==> src/rtl/qenc_pkg.sv <==
package qenc_pkg;
   typedef enum logic [1:0] {
      QM_INTERNAL = 2'd0,
      QM_EDGE_A   = 2'd1,
      QM_EDGE_B   = 2'd2,
      QM_BOTH     = 2'd3
   } qenc_mode_e;

   localparam logic [1:0] REG_CTRL  = 2'd0;
   localparam logic [1:0] REG_COUNT = 2'd1;
   localparam logic [1:0] REG_CEIL  = 2'd2;
   localparam logic [1:0] REG_EVENT = 2'd3;

   localparam int CTRL_RUN   = 0;
   localparam int CTRL_MODE  = 1;
   localparam int CTRL_STAGE = 3;
   localparam int CTRL_DIR   = 4;
   localparam int CTRL_BITS  = 5;
endpackage

==> src/rtl/qenc_step_gen.sv <==
module qenc_step_gen
   import qenc_pkg::*;
(
   input  logic       clk,
   input  logic       rst_n,
   input  logic       a_in,
   input  logic       b_in,
   input  logic       run,
   input  qenc_mode_e mode,
   output logic       step,
   output logic       down
);
   logic a_q, b_q;
   logic a_edge, b_edge, a_up, b_up;

   always_ff @(posedge clk) begin
      if (!rst_n) begin
         a_q <= 1'b0;
         b_q <= 1'b0;
      end else begin
         a_q <= a_in;
         b_q <= b_in;
      end
   end

   assign a_edge = a_in ^ a_q;
   assign b_edge = b_in ^ b_q;
   // A leading B counts up
   assign a_up   = a_in ^ b_in;
   assign b_up   = ~(a_in ^ b_in);

   always_comb begin
      step = 1'b0;
      down = 1'b0;
      if (run) begin
         unique case (mode)
            QM_INTERNAL: step = 1'b1;
            QM_EDGE_A: begin
               step = a_edge & ~b_edge;
               down = ~a_up;
            end
            QM_EDGE_B: begin
               step = b_edge & ~a_edge;
               down = ~b_up;
            end
            QM_BOTH: begin
               step = a_edge ^ b_edge;
               down = a_edge ? ~a_up : ~b_up;
            end
            default: step = 1'b0;
         endcase
      end
   end
endmodule

==> src/rtl/qenc_wrap_counter.sv <==
module qenc_wrap_counter #(
   parameter int CNT_W = 16
) (
   input  logic             clk,
   input  logic             rst_n,
   input  logic             step,
   input  logic             down,
   input  logic [CNT_W-1:0] ceil,
   input  logic             load,
   input  logic [CNT_W-1:0] load_val,
   output logic [CNT_W-1:0] count,
   output logic             dir
);
   localparam logic [CNT_W-1:0] ONE = CNT_W'(1);

   always_ff @(posedge clk) begin
      if (!rst_n) begin
         count <= '0;
         dir   <= 1'b0;
      end else begin
         if (load)
            count <= load_val;
         else if (step && down)
            count <= (count == '0) ? ceil : count - ONE;
         else if (step)
            count <= (count >= ceil) ? '0 : count + ONE;
         if (step)
            dir <= down;
      end
   end
endmodule

==> src/rtl/qenc_ceiling.sv <==
module qenc_ceiling #(
   parameter int CNT_W   = 16,
   parameter bit PRELOAD = 1'b1
) (
   input  logic             clk,
   input  logic             rst_n,
   input  logic             wr,
   input  logic [CNT_W-1:0] wr_val,
   input  logic             stage_en,
   input  logic             update,
   output logic [CNT_W-1:0] active
);
   generate
      if (PRELOAD) begin : g_staged
         logic [CNT_W-1:0] pending;
         always_ff @(posedge clk) begin
            if (!rst_n) begin
               pending <= '1;
               active  <= '1;
            end else begin
               if (wr)
                  pending <= wr_val;
               if (wr && !stage_en)
                  active <= wr_val;
               else if (update)
                  active <= pending;
            end
         end
      end else begin : g_direct
         logic unused_inputs;
         assign unused_inputs = stage_en ^ update;
         always_ff @(posedge clk) begin
            if (!rst_n)
               active <= '1;
            else if (wr)
               active <= wr_val;
         end
      end
   endgenerate
endmodule

==> src/rtl/qenc_counter.sv <==
module qenc_counter
   import qenc_pkg::*;
#(
   parameter int CNT_W   = 16,
   parameter bit PRELOAD = 1'b1
) (
   input  logic             clk,
   input  logic             rst_n,
   input  logic             a_in,
   input  logic             b_in,
   input  logic             wr_en,
   input  logic [1:0]       wr_addr,
   input  logic [CNT_W-1:0] wr_data,
   input  logic [1:0]       rd_addr,
   output logic [CNT_W-1:0] rd_data,
   output logic [CNT_W-1:0] count_o,
   output logic             dir_o
);
   generate
      if (CNT_W < CTRL_BITS || CNT_W > 32) begin : g_bad_width
         $error("qenc_counter: CNT_W must lie in 5..32");
      end
   endgenerate

   logic             run_q, stage_q;
   qenc_mode_e       mode_q;
   logic             step, down;
   logic [CNT_W-1:0] ceil_act;
   logic             wr_ctrl, wr_cnt, wr_ceil, upd_evt;

   assign wr_ctrl = wr_en && (wr_addr == REG_CTRL);
   assign wr_cnt  = wr_en && (wr_addr == REG_COUNT);
   assign wr_ceil = wr_en && (wr_addr == REG_CEIL);
   assign upd_evt = wr_en && (wr_addr == REG_EVENT) && wr_data[0];

   always_ff @(posedge clk) begin
      if (!rst_n) begin
         run_q   <= 1'b0;
         stage_q <= 1'b0;
         mode_q  <= QM_INTERNAL;
      end else if (wr_ctrl) begin
         run_q   <= wr_data[CTRL_RUN];
         stage_q <= wr_data[CTRL_STAGE];
         if (!run_q)
            mode_q <= qenc_mode_e'(wr_data[CTRL_MODE +: 2]);
      end
   end

   qenc_step_gen u_step (
      .clk   (clk),
      .rst_n (rst_n),
      .a_in  (a_in),
      .b_in  (b_in),
      .run   (run_q),
      .mode  (mode_q),
      .step  (step),
      .down  (down)
   );

   qenc_ceiling #(.CNT_W(CNT_W), .PRELOAD(PRELOAD)) u_ceil (
      .clk      (clk),
      .rst_n    (rst_n),
      .wr       (wr_ceil),
      .wr_val   (wr_data),
      .stage_en (stage_q),
      .update   (upd_evt),
      .active   (ceil_act)
   );

   qenc_wrap_counter #(.CNT_W(CNT_W)) u_cnt (
      .clk      (clk),
      .rst_n    (rst_n),
      .step     (step),
      .down     (down),
      .ceil     (ceil_act),
      .load     (wr_cnt),
      .load_val (wr_data),
      .count    (count_o),
      .dir      (dir_o)
   );

   always_comb begin
      rd_data = '0;
      unique case (rd_addr)
         REG_CTRL: begin
            rd_data[CTRL_RUN]        = run_q;
            rd_data[CTRL_MODE +: 2]  = mode_q;
            rd_data[CTRL_STAGE]      = stage_q;
            rd_data[CTRL_DIR]        = dir_o;
         end
         REG_COUNT: rd_data = count_o;
         REG_CEIL:  rd_data = ceil_act;
         default:   rd_data = '0;
      endcase
   end
endmodule

==> config.mk <==
export PLATFORM = sky130hd
export DESIGN_NAME = qenc_counter
export DESIGN_NICKNAME = d
export VERILOG_FILES = /design/src/rtl/qenc_pkg.sv /design/src/rtl/qenc_step_gen.sv /design/src/rtl/qenc_wrap_counter.sv /design/src/rtl/qenc_ceiling.sv /design/src/rtl/qenc_counter.sv
export SDC_FILE = /design/constraint.sdc
export NUM_CORES = 1
export LEC_CHECK = 0
export ABC_AREA = 1
export ABC_CLOCK_PERIOD_IN_PS = 2060
export BUFFER_PORTS_ARGS = -buffer_cell sky130_fd_sc_hd__buf_2
export CAP_MARGIN = 10
export CORE_ASPECT_RATIO = 0.6
export CORE_UTILIZATION = 59
export CTS_CLUSTER_SIZE = 40
export DETAILED_ROUTE_END_ITERATION = 16
export PLACE_DENSITY = 0.81
export SYNTH_ARGS = -nofsm -noshare
export SYNTH_HDL_FRONTEND = slang
export SYNTH_SLANG_ARGS = --single-unit
==> constraint.sdc <==
create_clock -name clk -period 2.06 [get_ports clk]
set_input_delay 0.206 -clock clk [delete_from_list [all_inputs] [get_ports clk]]
set_output_delay 0.206 -clock clk [all_outputs]
set_load 0.01 [all_outputs]
==> results by group <==
Power and ir drop
  • Leak: 0.00293 µW
  • Peak VDD IR: 443 µV
  • PD cells: 626 mW/mm²

STA
  • Endpoints failing setup: 0
  • RSZ-0062 raised after global routing: yes
  • Final hold vios: 0
  • Fin crit period: 2020 ps
  • Period utilisation layout: 97.9%
  • Final worst slack: 43.4 ps
  • Skew final: 7.11 ps
  • Rel. slew slack: 55.8%
  • Max Slew Vio Count: 0
  • Slew @ Worst Pin: 662 ps
  • Max Clk Rate: 0.496 GHz

Clock tree
  • CTS buffer count: 5
  • Clock Tree Root: clkbuf_16
  • Clk Latency, worst-skew pair: 300 ps
  • CTS Hold Bufs: 0
  • H-Tree Depth: 2
  • CTS tree: built
  • Clk slew on worst S/H paths: 70 ps
  • Maximum root-to-sink buffer count: 2
  • Clk sinks: 55

Logic synthesis
  • FFs w/ async S/R, synth: 0%
  • Mapped Nets: 785
  • Post-Syn Area: roughly 0.0045 mm²
  • Mean post-synth cell area: 6.09 µm²
  • Synth Warn #: 0
  • Register bit count reported by yosys: 55
  • Post-synth EDFFs: 0
  • Synth Flop Type: dfxtp_1
  • Yosys cell types: 39
  • Sequential-to-total area share from yosys stat: 24.6%
  • Gate count after technology mapping: roughly 740

Critical path
  • Slowest stage delay, CP: 340 ps
  • Crit Path Class: register to register
  • Setup crit start kind: register
  • Worst-case reg-to-reg path depth: 16
  • Worst reg2reg setup slack: 40 ps
  • Cell repeated most along the worst path: nor2_8
  • Critical path required time: 2310 ps
  • CP max FO: 5
  • CP max-delay cell: dfxtp_2
  • CP Capture Type: register
  • Crit-path cells: xnor2_4, inv_2, ha_4, inv_1, nand2_2, inv_2, nor2_4, nor2_8, nand2_4, nor2_8, buf_12, nor2_8, nand3b_1, nand2_1, nand2_1, a21oi_2
  • CP arrival: 2260 ps

Detailed routing
  • Drt wl/cell: 17.4 µm
  • Initial DRC Count: 621
  • Antenna-violating nets left: 0
  • First drt pass iteration count: 5
  • Via count: 5364
  • DRC viols: 0
  • Drt total wl: about 16 mm
  • Via density: 5.81

Min path
  • Worst Hold Depth: 3
  • Hold crit path type: primary input to register

Layout
  • Area delta synth->final: 22.0%
  • Fin nets: 869
  • # fillers: 573
  • Leading cell type in the layout, fill and taps excluded: nand2_1
  • Ratio of cells with drive above 1 in the final layout: 23.2%
  • Commonest non-fill, non-tap cells in the layout: nand2_1 (212), inv_1 (86), nor2_1 (68)
  • # diodes: 0
  • Final core utilization: 74.9%

Floorplanning
  • Initial Utilization: between 60% and 70%
  • Die height: 69.5 µm
  • Die area: 0.00795 mm²
  • Die Span X: ~110 µm
  • I/O pin count: 58
  • FP Rows: 24
  • Core ar.: 0.00730 mm²

Flow run
  • Max cap viols: 0

Global routing
  • GRT Residual Overflow: 0
  • Initial antenna violation count: 0
  • Tot GR Track Use: 40.9%
  • Largest net degree at the start of global routing: 35
  • Via count of the first global-routing pass: approximately 4800
  • First-pass GRT wire length: 24.7 mm

Outcome
  • Status: finished clean

Placed design
  • Pre-CTS setup slack: -35.4 ps
  • Placer congestion estimate: 0.965
  • DP HPWL: 12.3 mm
  • # port buffers: 57
-- layer usage --
| layer | global-route usage, % | vias up | wire length, µm |
|---|---|---|---|
| met5 | 0 | - | 0 |
| met4 | 10.1 | 0 | 352 |
| met3 | 12.2 | 41 | 2140 |
| met2 | 57.6 | 361 | 6540 |
| met1 | 60.3 | 2419 | 7060 |
| li1 | - | 2543 | - |
-- where the power goes --
part           switching (µW)  total, µW  internal [µW]
sequential               71.7       1200           1130
combinational             780       1200            425
clock                     414       1020            606
-- cell type report --
class                           instances  area (µm²)  area share [%]
Clock buffer                            6         139            2.54
Clock inverter                          2        35.0           0.641
Inverter                               98         368            6.73
Multi-Input combinational cell        552        3000            54.9
Sequential cell                        55        1110            20.4
Tap cell                              104         130            2.38
Timing Repair Buffer                  107         677            12.4
-- state kept, by name, summed over array words and instances, names as in the netlist --
register / flops
u_cnt.count: 16
stage_q: 1
u_ceil.g_staged.pending: 16
u_cnt.dir: 1
run_q: 1
u_step.a_q: 1
u_ceil.active: 16
mode_q: 2
u_step.b_q: 1
-- cell families (layout without fill, tap and decap cells) --
kind of cell | Yosys count | after routing | share of synthesized area [%]
fa+ha+maj | 25 | 25 | 6.99
flops | 55 | 55 | 24.6
simple gates | 390 | 391 | 38.4
buf+inv | 129 | 213 | 11.6
compound gates | 126 | 126 | 16.5
xor+xnor | 10 | 10 | 1.96
-- timing repair --
action	4_1_cts	5_1_grt
endpoints found under the setup margin	2	16
gates cloned	0	1
pin swaps	0	16
setup buffers	0	2
gates resized for setup	2	45
-- path summary, 6_finish.rpt --
path                                            startpoint                          end
worst max-delay path                            u_step.b_q              u_cnt.count[11]
worst min-delay path                           wr_data[15]  u_ceil.g_staged.pending[15]
worst max register to register                  u_step.b_q              u_cnt.count[11]
worst min register to register  u_ceil.g_staged.pending[4]   u_ceil.g_staged.pending[4]
-- worst max-delay path, delay by kind of cell, from the launching register on --
family / cells / cell delay (ps)
buffers and inverters: 4 / 300
and+or+nand+nor: 9 / 800
adders and majority gates: 1 / 250
xor gates and xnor gates: 1 / 180
DFF: 1 / 340
AOI/OAI and AO/OA: 1 / 110
-- cell usage after synthesis (all sizes together) (3+ instances only) --
master | count | area share [%]
nor2 | 83 | 8.8
o221ai | 7 | 1.4
o22ai | 3 | 0.42
nand3 | 62 | 7.2
nand2 | 228 | 20
inv | 97 | 8.1
nor3 | 3 | 0.45
clkbuf | 15 | 1.3
nand3b | 5 | 1.1
dfxtp | 55 | 25
o21ai | 23 | 2.6
o211ai | 21 | 3.5
buf | 16 | 2.1
nand4 | 6 | 0.84
xor2 | 9 | 1.8
a21oi | 65 | 7.3
ha | 25 | 7.0
-- per-stage QoR --
| step | instances | instance area [µm²] | power [µW] | hold WS, ps | TNS (ps) |
|---|---|---|---|---|---|
| final | 924 | 5470 | 3420 | 131 | 0 |
| after global routing | 924 | 5470 | 3570 | 157 | -638 |
| after CTS | 921 | 5280 | 3320 | 135 | 0 |
| after detailed placement | 913 | 5100 | 2330 | 444 | -196 |
| after global placement | 913 | 5100 | 2310 | 427 | 0 |
| after floorplan | 735 | 4480 | 1900 | 299 | 0 |
Power figures use the tool's default switching activity.
